## src/rtl/edge_link_pkg.sv

```systemverilog
package edge_link_pkg;

  // Bits needed to number n rows; never less than one.
  function automatic int tag_bits(input int n);
    return (n < 2) ? 1 : $clog2(n);
  endfunction

endpackage

```

## src/rtl/rr_pick.sv

```systemverilog
module rr_pick #(
  parameter int N  = 6,
  parameter int IW = 3
) (
  input  logic          clk,
  input  logic          rst_n,
  input  logic [N-1:0]  req,
  input  logic          adv,
  output logic          any,
  output logic [IW-1:0] gnt_idx,
  output logic [N-1:0]  gnt_oh
);

  logic [IW-1:0] ptr_q;

  always_comb begin
    int idx;
    gnt_idx = '0;
    any     = |req;
    // Scan from the farthest offset down, so the nearest requester wins.
    for (int off = N - 1; off >= 0; off--) begin
      idx = (int'(ptr_q) + off) % N;
      if (req[idx]) gnt_idx = IW'(idx);
    end
    gnt_oh = any ? (N'(1) << gnt_idx) : '0;
  end

  always_ff @(posedge clk or negedge rst_n) begin
    if (!rst_n) begin
      ptr_q <= '0;
    end else if (adv && any) begin
      ptr_q <= (int'(gnt_idx) == N - 1) ? '0 : gnt_idx + IW'(1);
    end
  end

endmodule

```

## src/rtl/merge_lane.sv

```systemverilog
module merge_lane #(
  parameter int ROWS  = 6,
  parameter int PAY_W = 12,
  parameter int TAG_W = 3,
  localparam int LINK_W = TAG_W + PAY_W
) (
  input  logic                  clk,
  input  logic                  rst_n,
  input  logic [ROWS-1:0]       egr_valid,
  input  logic [ROWS*PAY_W-1:0] egr_data,
  output logic [ROWS-1:0]       egr_ready,
  output logic                  tx_valid,
  output logic [LINK_W-1:0]     tx_data,
  input  logic                  tx_ready
);

  logic              load;
  logic              any;
  logic [TAG_W-1:0]  gnt_idx;
  logic [ROWS-1:0]   gnt_oh;
  logic [PAY_W-1:0]  sel_pay;
  logic              out_v_q;
  logic [LINK_W-1:0] out_d_q;

  // The output slot can take a new word when it is empty or draining now.
  assign load = !out_v_q || tx_ready;

  rr_pick #(.N(ROWS), .IW(TAG_W)) u_arb (
    .clk     (clk),
    .rst_n   (rst_n),
    .req     (egr_valid),
    .adv     (load),
    .any     (any),
    .gnt_idx (gnt_idx),
    .gnt_oh  (gnt_oh)
  );

  assign egr_ready = load ? gnt_oh : '0;
  assign sel_pay   = egr_data[int'(gnt_idx)*PAY_W +: PAY_W];

  always_ff @(posedge clk or negedge rst_n) begin
    if (!rst_n) begin
      out_v_q <= 1'b0;
      out_d_q <= '0;
    end else if (load) begin
      out_v_q <= any;
      if (any) out_d_q <= {gnt_idx, sel_pay};
    end
  end

  assign tx_valid = out_v_q;
  assign tx_data  = out_d_q;

endmodule

```

## src/rtl/split_lane.sv

```systemverilog
module split_lane #(
  parameter int ROWS  = 6,
  parameter int PAY_W = 12,
  parameter int TAG_W = 3,
  localparam int LINK_W = TAG_W + PAY_W
) (
  input  logic                  clk,
  input  logic                  rst_n,
  input  logic                  rx_valid,
  input  logic [LINK_W-1:0]     rx_data,
  output logic                  rx_ready,
  output logic [ROWS-1:0]       ingr_valid,
  output logic [ROWS*PAY_W-1:0] ingr_data,
  input  logic [ROWS-1:0]       ingr_ready,
  output logic                  bad_tag
);

  logic              hold_v_q;
  logic [LINK_W-1:0] hold_d_q;
  logic [TAG_W-1:0]  tag;
  logic              tag_ok;
  logic              consumed;

  assign tag    = hold_d_q[LINK_W-1 -: TAG_W];
  assign tag_ok = {1'b0, tag} < (TAG_W+1)'(ROWS);

  for (genvar i = 0; i < ROWS; i++) begin : g_row
    assign ingr_valid[i]                 = hold_v_q && tag_ok && (tag == TAG_W'(i));
    assign ingr_data[i*PAY_W +: PAY_W]   = hold_d_q[PAY_W-1:0];
  end

  // A bad word leaves at once; a good one leaves when its row takes it.
  assign consumed = hold_v_q && (!tag_ok || |(ingr_valid & ingr_ready));
  assign rx_ready = !hold_v_q || consumed;
  assign bad_tag  = hold_v_q && !tag_ok;

  always_ff @(posedge clk or negedge rst_n) begin
    if (!rst_n) begin
      hold_v_q <= 1'b0;
      hold_d_q <= '0;
    end else if (rx_ready) begin
      hold_v_q <= rx_valid;
      if (rx_valid) hold_d_q <= rx_data;
    end
  end

endmodule

```

## src/rtl/edge_link_merge_split.sv

```systemverilog
module edge_link_merge_split #(
  parameter int ROWS  = 6,
  parameter int PAY_W = 12,
  localparam int TAG_W  = edge_link_pkg::tag_bits(ROWS),
  localparam int LINK_W = TAG_W + PAY_W
) (
  input  logic                  clk,
  input  logic                  rst_n,
  input  logic [ROWS-1:0]       egr_valid,
  input  logic [ROWS*PAY_W-1:0] egr_data,
  output logic [ROWS-1:0]       egr_ready,
  output logic                  tx_valid,
  output logic [LINK_W-1:0]     tx_data,
  input  logic                  tx_ready,
  input  logic                  rx_valid,
  input  logic [LINK_W-1:0]     rx_data,
  output logic                  rx_ready,
  output logic [ROWS-1:0]       ingr_valid,
  output logic [ROWS*PAY_W-1:0] ingr_data,
  input  logic [ROWS-1:0]       ingr_ready,
  output logic                  bad_tag
);

  merge_lane #(.ROWS(ROWS), .PAY_W(PAY_W), .TAG_W(TAG_W)) u_merge (
    .clk       (clk),
    .rst_n     (rst_n),
    .egr_valid (egr_valid),
    .egr_data  (egr_data),
    .egr_ready (egr_ready),
    .tx_valid  (tx_valid),
    .tx_data   (tx_data),
    .tx_ready  (tx_ready)
  );

  split_lane #(.ROWS(ROWS), .PAY_W(PAY_W), .TAG_W(TAG_W)) u_split (
    .clk        (clk),
    .rst_n      (rst_n),
    .rx_valid   (rx_valid),
    .rx_data    (rx_data),
    .rx_ready   (rx_ready),
    .ingr_valid (ingr_valid),
    .ingr_data  (ingr_data),
    .ingr_ready (ingr_ready),
    .bad_tag    (bad_tag)
  );

endmodule

```

## config.mk

```make
export PLATFORM = sky130hd
export DESIGN_NAME = edge_link_merge_split
export DESIGN_NICKNAME = d
export VERILOG_FILES = /design/src/rtl/edge_link_pkg.sv /design/src/rtl/rr_pick.sv /design/src/rtl/merge_lane.sv /design/src/rtl/split_lane.sv /design/src/rtl/edge_link_merge_split.sv
export SDC_FILE = /design/constraint.sdc
export NUM_CORES = 1
export LEC_CHECK = 0
export BUFFER_PORTS_ARGS = -buffer_cell sky130_fd_sc_hd__buf_2
export CAP_MARGIN = 25
export CORE_AREA = 2 2 116 118
export DETAILED_ROUTE_END_ITERATION = 16
export DIE_AREA = 0 0 118 120
export HOLD_SLACK_MARGIN = 0.02
export PLACE_DENSITY = 0.55
export SLEW_MARGIN = 5
export SYNTH_ARGS = -nofsm -noshare
export SYNTH_HDL_FRONTEND = slang
export SYNTH_HIERARCHICAL = 1
export SYNTH_SLANG_ARGS = --single-unit
```

## constraint.sdc

```tcl
create_clock -name clk -period 6.1 [get_ports clk]
set_input_delay 0.305 -clock clk [delete_from_list [all_inputs] [get_ports clk]]
set_output_delay 0.305 -clock clk [all_outputs]
set_load 0.1 [all_outputs]
```

-- Word-level counts from Yosys, hierarchy flattened
Cells that the tools add are included.
- $add $sub $neg: 6
- multiply operators: 1
- divide/modulo/power cells: 6
- magnitude comparators: 7
- equality and inequality tests: 6
- shifts and indexed selects: 2
- muxes and demuxes: 27
- bitwise operators: 1
- reductions and logical operators: 21
- operators with widths (operator ; number):
    $lt 32x5->1 const B ; 6
    $mod 32x4->32 const B ; 5
    $shiftx 72x32->12 ; 1
    $mod 4x4->32 const B ; 1
    $mux 3 ; 7
    $bmux 1 s3 ; 6
    $mux 1 ; 12
    $mux 6 ; 2
    $reduce_or 6->1 ; 2
    $logic_and 1x1->1 ; 10
    $eq 3x3->1 const B ; 3
    $add 3x2->4 const B ; 2
    $add 3x3->4 const B ; 2
    $and 6x6->6 ; 1
    $eq 3x2->1 const B ; 2
    $shl 1x3->6 const A ; 1
    $mul 3x2->5 const B ; 1
    $add 3x1->4 const B ; 1
    $reduce_and 2->1 ; 2
    $add 3x1->3 const B ; 1
    $eq 3x1->1 const B ; 1
    $logic_not 1->1 ; 3
    $logic_not 3->1 ; 1
    $logic_or 1x1->1 ; 3
    $lt 3x3->1 const B ; 1
- bits in registers: 35
- input port bits: 103
- output and inout bits: 102
- logic and storage cells: 82

-- Logic depth before layout (Yosys ltp)
Gate-level depths: netlist of run 1.
- depth in word-level cells: 14
- mapped depth: 20
- mapped depth without buffers: 15

-- Hierarchy
The synthesis of run 1 kept the hierarchy.
- by module, submodules not included (module ; instances ; cells each ; area an instance (µm²) ; sequential area each (µm²)):
    split_lane ; 1 ; 132 ; 1350.0 ; 400.4
    rr_pick ; 1 ; 160 ; 1248.7 ; 75.1
    merge_lane ; 1 ; 101 ; 1208.7 ; 400.4

-- Least setup slack after synthesis of run 1
Ideal clock, no wire load.
- path type: reg-to-output
- start point: reg u_merge.u_arb.ptr_q[0]
- end point: out egr_ready[3]
- data arrival time: 4.216 ns
- required time: 5.795 ns
- slack: 1.579 ns
- stages on the path, launching flop included: 19
- path buffers: 3
- cell sequence: dfrtp_1 -> buf_6 -> buf_6 -> clkbuf_1 -> inv_1 -> ha_1 -> xor2_2 -> inv_2 -> ha_1 -> nor2b_1 -> a21oi_2 -> o311ai_1 -> or4_1 -> o21ai_1 -> a41o_1 -> a31oi_1 -> ha_1 -> and2_1 -> and2_1
- longest elaborated chain between the ends: 14
- elaborated cells between the ends (all ways): 38
- those cells by class: 5 x add/sub; 6 x div; 1 x shift; 26 x mux
- ends and longest elaborated chain (element ; RTL line ; RTL):
    start: declaration ; rr_pick.sv:14 ; logic [IW-1:0] ptr_q;
    start signal: assignment ; rr_pick.sv:32 ; ptr_q <= (int'(gnt_idx) == N - 1) ? '0 : gnt_idx + IW'(1);
    $add 3x3->4 ; rr_pick.sv:22 ; idx = (int'(ptr_q) + off) % N;
    $mod 32x4->32 ; rr_pick.sv:22 ;
    $bmux 1 s3 ; rr_pick.sv:23 ; if (req[idx]) gnt_idx = IW'(idx);
    $mux 1 (implied by the code) (2 in series) ; rr_pick.sv:23 ;
    $mux 3 (5 in series) ; rr_pick.sv:23 ;
    $mux 3 * ; rr_pick.sv:23 ;
    $shl 1x3->6 * ; rr_pick.sv:25 ; gnt_oh = any ? (N'(1) << gnt_idx) : '0;
    $mux 6 * ; rr_pick.sv:25 ;
    net u_merge.gnt_oh[3] ; merge_lane.sv:20 ; logic [ROWS-1:0] gnt_oh;
    $mux 6 * ; merge_lane.sv:38 ; assign egr_ready = load ? gnt_oh : '0;
    end: declaration ; edge_link_merge_split.sv:11 ; output logic [ROWS-1:0] egr_ready,
The timed path passes the listed nets; every way through them passes the cells marked *. The select of a mux whose other input is x is not followed.

-- Final worst setup path of run 1
- start point: reg u_merge.u_arb.ptr_q[2]
- end point: out egr_ready[2]
- longest elaborated chain between the ends: 14
- elaborated cells between the ends (all ways): 38
- those cells by class: 5 x add/sub; 6 x div; 1 x shift; 26 x mux
- ends and longest elaborated chain (element ; RTL line ; RTL):
    $add 3x3->4 ; rr_pick.sv:22 ;
    $mod 32x4->32 ; rr_pick.sv:22 ;
    $bmux 1 s3 ; rr_pick.sv:23 ;
    $mux 1 (implied by the code) (2 in series) ; rr_pick.sv:23 ;
    $mux 3 (5 in series) ; rr_pick.sv:23 ;
    $mux 3 * ; rr_pick.sv:23 ;
    net u_merge.gnt_idx[0] ; merge_lane.sv:19 ; logic [TAG_W-1:0] gnt_idx;
    $shl 1x3->6 * ; rr_pick.sv:25 ;
    $mux 6 * ; rr_pick.sv:25 ;
    net u_merge.gnt_oh[2] ; merge_lane.sv:20 ;
    $mux 6 * ; merge_lane.sv:38 ;
Marked as above.

==> results of run 1 <==
## cell type report
| cell class | instances | area (um2) | area share, % |
|---|---|---|---|
| Sequential cell | 35 | 875.8 | 19.18 |
| Clock inverter | 3 | 67.56 | 1.480 |
| Clock buffer | 5 | 125.1 | 2.740 |
| Inverter | 15 | 56.30 | 1.233 |
| Timing Repair Buffer | 207 | 1044 | 22.86 |
| Tap cell | 176 | 220.2 | 4.823 |
| Multi-Input combinational cell | 248 | 2177 | 47.68 |
## flip-flops by register name, summed over array words and instances (netlist names)
name,count
u_split/hold_d_q,15
u_merge/u_arb/ptr_q,3
u_split/hold_v_q,1
u_merge/tx_valid,1
u_merge/tx_data,15
## metrics by stage
step / instances / hold WS (ps) / utilization [%] / worst slack (ps) / instance area (um2)
final: 689 / 131.5 / 35.17 / 1078 / 4566
after global routing: 689 / 198.6 / 35.17 / 708.3 / 4566
after CTS: 689 / 162.5 / 35.17 / 1060 / 4566
after detailed placement: 681 / 456.2 / 33.69 / 1339 / 4373
after global placement: 681 / 448.8 / 33.69 / 1559 / 4373
after floorplan: 393 / 9.409 / - / 1579 / 3807
## cells by family (layout without fill, tap and decap cells)
family,count (synthesis),in the layout
buffers and inverters,110,230
AOI/OAI and AO/OA,98,98
and+or+nand+nor,81,81
muxes,55,55
DFF,35,35
adders and majority gates,11,11
xor gates and xnor gates,3,3
## worst paths after layout
path	startpoint	slack, ps	to
max	u_merge/u_arb/ptr_q[2]	1080	egr_ready[2]
min	rst_n	130	u_split/hold_d_q[1]
max reg2reg	u_merge/u_arb/ptr_q[2]	1360	u_merge/tx_data[9]
min reg2reg	u_merge/tx_data[13]	500	u_merge/tx_data[13]
max in group asynchronous	rst_n	5430	u_merge/tx_data[8]
min in group clk	rx_data[1]	260	u_split/hold_d_q[1]
## placed cells by master, fill, tap and decap left out, drive strengths merged, types with 9 or more instances in the layout
cell / n
nand2: 9
inv: 14
dfrtp: 35
nor3: 11
mux4: 14
o21ai: 11
a22oi: 12
nor2: 16
buf: 207
ha: 11
mux2: 33
a21oi: 37
## layer usage
| metal | up-vias | track usage [%] | wire [um] | share of wire (%) |
|---|---|---|---|---|
| li1 | 1603 | - | - | - |
| met1 | 1611 | 16.55 | 4163 | 41 |
| met2 | 148 | 24.45 | 5141 | 51 |
| met3 | 7 | 1.949 | 663 | 6.6 |
| met4 | 0 | 3.614 | 110 | 1.1 |
| met5 | - | 0 | 0 | 0 |
==> results.toml, run 1 <==
[detailed_routing]
vias = 3369
drt_iter0_drc = 153
drc = 0
routed_via_density = 4.890
wl_um = 10080
wire_per_inst_um = 14.63
ant_nets = 0
firstDrtPassIters = 5

[floorplan]
start_util_pct = 29.33
num_rows = 42
core_um2 = 12980
ios = 205
die_height_um = 120
die_x_um = 118
die_area_um2 = 14160

[place]
io_buffers = 204
gp_congestion = 0.8687
hpwl_um = 7885

[synth]
synth_top_family_by_area = "multiplexers"
postSynthAreaPerCell_um2 = 9.688
synthTopCellsByArea = "dfrtp_1, buf_4, mux2_2"
yosysSeqAreaShare_pct = 23.00
synth_mux_area_share_pct = 21.92
synth_most_common_cell = "buf_4"
syn-num-nets = 507
synthAdderAreaFrac_pct = 3.615
synth_edf_count = 0
synth_seq_cells = 35
synthTopCellsByCount = "buf_4, a21oi_1, dfrtp_1, mux2_2, nor2_1"
yosys.area_share.simple_pct = 11.70
ys_types = 66
synth_top_cell_area_share_pct = 23.00
syn_area_um2 = 3807
synthCells = 393
yosys_warnings = 6
synth-xor-area-share_pct = 1.084
yosys.area.top_type = "dfrtp_1"
ys_async_sr_fraction_pct = 100.0
synth_flop_cell = "dfrtp_1"
synth-compound-area-share_pct = 18.86

[clocking]
cts-root-buf = "clkbuf_16"
h-tree-depth = 2
cts_tree = "built"
clock_path_buffers = 2
cts_resized = 0
cts_buffers = 5
clkTransAtPathRegs_ps = 60
hold_buffers = 0
clock_latency_ps = 280
clock_sinks = 35
cts_setup_buffers = 0

[setup_path]
critPathMaxFanout = 27
cp_slowest_cell = "nand3_2"
crit_chain = "ha_1 -> a21oi_4 -> inv_2 -> ha_1 -> nor2b_1 -> a21oi_2 -> o311ai_1 -> o41ai_4 -> mux2i_1 -> nand3_2 -> nor2_1 -> and2_1 -> buf_2"
critPathRequiredTime_ps = 5790
worstSetupPathType = "flop to output port"
path_depth = 13
crit_family = "simple AND/OR/NAND/NOR gates"
worst_ep_arrival_time_ps = 4720
reg2regPathDepth = 13
crit_top_cell = "ha_1"
max_stage_delay_ps = 620
crit_buf_inv = 2
cp-end-kind = "output port"
cp-start-kind = "flop"

[sta]
hold_viol = 0
layout_min_cycle_time_ps = 5022
rsz0062_at_grt = "false"
drv_slew = 0
max_freq_mhz = 199.1
finClkSkew_ps = 7.346
finalSetupViolCount = 0
relSlewSlack_pct = 41.04
worstMarginPinSlew_ps = 884.5
finalCritPeriodShare_pct = 82.33
fin_tns_setup_ps = 0

[global_route]
grt_antenna_before_repair = 0
grt_max_degree = 36
gr-usage-all-layers_pct = 13.44
grt_pass1_wl_um = 15490
grt_pass1_vias = 3145
grt_overflow = 0

[layout]
area_delta_synth_final_pct = 19.91
nets = 626
antenna_cells = 0
drive_gt1_share_pct = 53.22
num-fill-cells = 1339

[run_status]
status = "finished clean"

[hold_path]
hp-class = "input pin to async pin"

[job]
maxCapViolCount = 0
Power of run 1 is not shown: default switching activity piles up to over one toggle a cycle in this logic, so the estimate is an artifact.
==> run 2: changes to the inputs <==
--- a/config.mk
+++ b/config.mk
@@ -5,11 +5,12 @@
 export SDC_FILE = /design/constraint.sdc
 export NUM_CORES = 1
 export LEC_CHECK = 0
+export ABC_AREA = 1
 export BUFFER_PORTS_ARGS = -buffer_cell sky130_fd_sc_hd__buf_2
 export CAP_MARGIN = 25
-export CORE_AREA = 2 2 116 118
+export CORE_AREA = 2 2 122 124
 export DETAILED_ROUTE_END_ITERATION = 16
-export DIE_AREA = 0 0 118 120
+export DIE_AREA = 0 0 124 126
 export HOLD_SLACK_MARGIN = 0.02
 export PLACE_DENSITY = 0.55
 export SLEW_MARGIN = 5
==> constraint.sdc (replaced) <==
create_clock -name clk -period 4.6 [get_ports clk]
set_input_delay 0.23 -clock clk [delete_from_list [all_inputs] [get_ports clk]]
set_output_delay 0.23 -clock clk [all_outputs]
set_load 0.1 [all_outputs]
==> run 2 against run 1 <==
Net effect:
- first-iteration DRC count fell by 3.9%
- sequential cell count did not move
- critical path depth rose by 13
- count of clock-buffer cells in the layout rose by 2
- cell count rose by 44%
- register-to-register slack got worse by 640 ps
- synthesized cell count rose by 75%
- routed wire length rose by 13%
==> results.toml, run 2 <==
[clocking]
cts_resized = 0
hold_buffers = 0
cts_setup_buffers = 0
clock_path_buffers = 2
cts_buffers = 5
h-tree-depth = 2
clock_latency_ps = 270
cts-root-buf = "clkbuf_16"
clock_sinks = 35
cts_tree = "built"
clkTransAtPathRegs_ps = 60

[synth]
synth-xor-area-share_pct = 0.4178
yosys.area_share.simple_pct = 37.93
synth_top_cell_area_share_pct = 20.89
synth_flop_cell = "dfrtp_1"
syn-num-nets = 801
synth_edf_count = 0
synth_seq_cells = 35
yosysSeqAreaShare_pct = 20.89
synthAdderAreaFrac_pct = 3.283
yosys_warnings = 6
synthTopCellsByCount = "nand2_1, inv_1, buf_4, nand3_1, nor2_1"
ys_async_sr_fraction_pct = 100.0
synthCells = 687
ys_types = 30
synth_mux_area_share_pct = 0
postSynthAreaPerCell_um2 = 6.103
synth_most_common_cell = "nand2_1"
synthTopCellsByArea = "dfrtp_1, nand2_1, buf_4"
yosys.area.top_type = "dfrtp_1"
synth_top_family_by_area = "simple AND/OR/NAND/NOR gates"
synth-compound-area-share_pct = 7.699
syn_area_um2 = 4193

[sta]
worstMarginPinSlew_ps = 835.4
layout_min_cycle_time_ps = 4132
finalSetupViolCount = 0
drv_slew = 0
max_freq_mhz = 242.0
fin_tns_setup_ps = 0
hold_viol = 0
finClkSkew_ps = 4.677
finalCritPeriodShare_pct = 89.83
timing.hold.ws_ps = 59.73
relSlewSlack_pct = 44.31
rsz0062_at_grt = "false"

[setup_path]
crit_buf_inv = 6
worst_ep_arrival_time_ps = 3900
cp-end-kind = "output port"
critPathRequiredTime_ps = 4370
crit_family = "simple AND/OR/NAND/NOR gates"
worstSetupPathType = "flop to output port"
cp_slowest_cell = "dfrtp_1"
critPathMaxFanout = 7
max_stage_delay_ps = 490
cp-start-kind = "flop"

[floorplan]
ios = 205
die_area_um2 = 15620
core_um2 = 14310
die_x_um = 124
start_util_pct = 29.29
die_height_um = 126
num_rows = 44

[place]
io_buffers = 204
hpwl_um = 9137
gp_congestion = 0.8563

[layout]
final_cell_mix = "nand2_1, buf_2, inv_1"
nets = 923
layout_commonest_cell = "nand2_1"
drive_gt1_share_pct = 33.33
area_delta_synth_final_pct = 17.82

[detailed_routing]
routed_via_density = 4.199
wl_um = 11400
vias = 4178
wire_per_inst_um = 11.46
firstDrtPassIters = 4
drc = 0
drt_iter0_drc = 147
ant_nets = 0

[hold_path]
hp-class = "input pin to async pin"

[global_route]
grt_max_degree = 37
grt_overflow = 0
grt_pass1_vias = 3766
gr-usage-all-layers_pct = 14.15
grt_antenna_before_repair = 0
grt_pass1_wl_um = 17850

[run_status]
status = "finished clean"

[job]
maxCapViolCount = 0
-- run 2: cells by family after synthesis --
logic type / Yosys count
and+or+nand+nor: 362
DFF: 35
buffers and inverters: 232
adders and majority gates: 11
xor gates and xnor gates: 2
AOI/OAI and AO/OA: 45
-- run 2: per-layer routing --
layer,track usage (%),vias up,share of wire (%)
li1,-,2230,-
met1,16.78,1787,43
met2,26.15,149,49
met3,1.993,12,6.5
met4,3.966,0,1.9
met5,0,-,0
-- run 2: through the flow --
step,worst slack (ps),util (%),instances,cell area [um2]
6_report,467.9,34.51,995,4940
3_3_place_gp,733.7,33.37,986,4777
5_1_grt,9.408,34.49,994,4937
2_1_floorplan,237.6,-,687,4193
3_5_place_dp,692.3,33.37,986,4777
4_1_cts,457.3,34.49,994,4937
-- run 2: cell type report --
cell class,instances,area (um2)
clock buffers,7,152.6
well taps,184,230.2
inverters,139,521.8
flip-flops and latches,35,875.8
multi-input cells,420,2068
repair buffers,208,1081
diodes,1,2.502
clock inverters,1,7.507
fillers,1621,9374
-- run 2: final timing paths --
| kind | from | endpoint | slack [ps] | cells after the start |
|---|---|---|---|---|
| worst max register to register | u_merge/u_arb/ptr_q[0] | u_merge/tx_data[9] | 720 | 26 |
| min in group clk | rx_data[11] | u_split/hold_d_q[11] | 190 | 3 |
| worst min register to register | u_merge/tx_data[12] | u_merge/tx_data[12] | 490 | 2 |
| max in group asynchronous | rst_n | u_merge/tx_data[2] | 4010 | 1 |
| worst min-delay path | rst_n | u_split/hold_d_q[4] | 60 | 1 |
| worst max-delay path | u_merge/u_arb/ptr_q[1] | egr_ready[3] | 470 | 26 |
-- run 2: worst reg2reg max path, cell delays in order, from the launching register on --
cell      delay (ps)
dfrtp_1          390
buf_4            200
ha_1             260
inv_1            100
nand2_1          100
nand2_4           80
inv_1             40
ha_1             260
nor2_1           100
nand3_1           70
nand2_1          100
nand3_1          100
nand2_1          120
nand2_1           70
o21ai_1          140
nand2_1           60
nand2_1           70
nand2_1           60
nand2_1           60
nand2_1           80
a21oi_2          190
inv_1            240
nor2_2           520
o211ai_1         180
nor2_1           120
nor2_1            50
nand2_1           60
Power of run 2 is left out for the same reason.
==> run 3: changes to the inputs <==
--- a/config.mk
+++ b/config.mk
@@ -8,11 +8,11 @@
 export ABC_AREA = 1
 export BUFFER_PORTS_ARGS = -buffer_cell sky130_fd_sc_hd__buf_2
 export CAP_MARGIN = 25
-export CORE_AREA = 2 2 122 124
+export CORE_AREA = 2 2 102 104
 export DETAILED_ROUTE_END_ITERATION = 16
-export DIE_AREA = 0 0 124 126
+export DIE_AREA = 0 0 104 106
 export HOLD_SLACK_MARGIN = 0.02
-export PLACE_DENSITY = 0.55
+export PLACE_DENSITY = 0.75
 export SLEW_MARGIN = 5
 export SYNTH_ARGS = -nofsm -noshare
 export SYNTH_HDL_FRONTEND = slang
==> run 3 against run 2 <==
Net effect:
- worst hold slack worse by 42 ps
- count of clock-buffer cells in the layout down 2
- design area decreased by 2.1%
- critical path depth is the same
- core utilization is 14 points higher
- global-route usage up 3.6 points
- sequential cell count did not move
- non-clock buffer count increased by 1
- register-to-register slack gained 30 ps
- worst setup slack gained 33 ps
==> results.toml, run 3 (synthesis results as in run 2) <==
[floorplan]
start_util_pct = 41.93
ios = 205
die_height_um = 106
num_rows = 37
core_um2 = 10000
die_x_um = 104
die_area_um2 = 11020

[hold_path]
hp-class = "input pin to async pin"

[clocking]
cts_buffers = 5
clock_path_buffers = 2
clock_latency_ps = 290
clkTransAtPathRegs_ps = 80
h-tree-depth = 2
cts_tree = "built"
cts_setup_buffers = 0
cts-root-buf = "clkbuf_8"
cts_resized = 0
clock_sinks = 35
hold_buffers = 0

[detailed_routing]
wire_per_inst_um = 10.83
ant_nets = 0
firstDrtPassIters = 5
drt_iter0_drc = 221
vias = 4247
wl_um = 10260
drc = 0
routed_via_density = 4.485

[setup_path]
critPathMaxFanout = 7
cp-start-kind = "flop"
cp-end-kind = "output port"
worst_ep_arrival_time_ps = 3870
worstSetupPathType = "flop to output port"
critPathRequiredTime_ps = 4370

[place]
gp_congestion = 0.9215
hpwl_um = 8273
io_buffers = 204

[sta]
layout_min_cycle_time_ps = 4099
fin_tns_setup_ps = 0
drv_slew = 0
worstMarginPinSlew_ps = 797.0
max_freq_mhz = 244.0
hold_viol = 0
rsz0062_at_grt = "false"
finalCritPeriodShare_pct = 89.11
relSlewSlack_pct = 46.86
finClkSkew_ps = 3.461
finalSetupViolCount = 0
timing.hold.ws_ps = 18.09

[global_route]
grt_pass1_vias = 3642
grt_max_degree = 36
grt_pass1_wl_um = 16360
grt_overflow = 0
grt_antenna_before_repair = 0
gr-usage-all-layers_pct = 17.76

[layout]
drive_gt1_share_pct = 33.42
final_cell_mix = "nand2_1, buf_2, inv_1"
area_delta_synth_final_pct = 15.37
layout_commonest_cell = "nand2_1"
antenna_cells = 0
nets = 924
num-fill-cells = 1055

[job]
maxCapViolCount = 0

[run_status]
status = "finished clean"
run 3: cell count changes in the layout (fill, tap and decap cells not counted):
cell / before / now
buf_4: 4 / 5
bufinv_16: 0 / 1
clkbuf_16: 5 / 0
clkbuf_8: 2 / 5
clkinv_2: 0 / 1
clkinv_4: 0 / 1
clkinvlp_4: 1 / 0
diode_2: 1 / 0
run 3: final timing paths:
| check | start | end | slack (ps) | cells after the start |
|---|---|---|---|---|
| worst max-delay path | u_merge/u_arb/ptr_q[1] | egr_ready[3] | 500 | 26 |
| worst min register to register | u_merge/tx_data[13] | u_merge/tx_data[13] | 510 | 2 |
| min in group clk | rx_data[9] | u_split/hold_d_q[9] | 160 | 3 |
| worst max register to register | u_merge/u_arb/ptr_q[0] | u_merge/tx_data[9] | 750 | 26 |
| worst min-delay path | rst_n | u_split/hold_d_q[6] | 20 | 1 |
| max in group asynchronous | rst_n | u_merge/u_arb/ptr_q[1] | 4080 | 1 |
run 3: routing by layer:
layer | vias up | GRT usage (%) | share of wire (%)
li1 | 2229 | - | -
met1 | 1824 | 20.26 | 41
met2 | 177 | 33.27 | 49
met3 | 17 | 3.495 | 7.4
met4 | 0 | 5.598 | 2.0
met5 | - | 0 | 0
run 3: cell type report:
type | count | area, um2 | area share, %
multi-input combinational | 420 | 2068 | 42.76
timing repair buffer | 209 | 1089 | 22.50
sequential | 35 | 875.8 | 18.11
inverter | 139 | 521.8 | 10.79
tap | 136 | 170.2 | 3.518
clock buffer | 5 | 68.82 | 1.423
clock inverter | 3 | 43.79 | 0.9053
run 3: stage by stage:
stage / cells / area, um2 / setup WS [ps] / utilization [%]
5_1_grt: 947 / 4837 / 131.9 / 48.37
6_report: 947 / 4837 / 501.1 / 48.37
3_3_place_gp: 939 / 4725 / 783.6 / 47.25
3_5_place_dp: 939 / 4725 / 747.9 / 47.25
2_1_floorplan: 687 / 4193 / 237.6 / -
4_1_cts: 947 / 4837 / 479.7 / 48.37
run 3: critical path: stages, from the launching register on:
cell,delay [ps]
dfrtp_1,480
inv_1,120
ha_1,300
a21oi_4,230
inv_2,60
ha_1,280
nor2_1,100
nand3_1,80
nand2_2,80
nand3_1,110
nand2_2,120
nand4_1,140
nand2_2,140
inv_2,30
nand2_1,40
nand2_1,50
nand2_1,80
nand2_2,70
nand2_1,70
nand2_2,80
nor2_1,120
ha_1,150
nand2_1,50
inv_1,60
inv_1,30
nor2_1,80
buf_2,420
Power of run 3 is left out for the same reason.
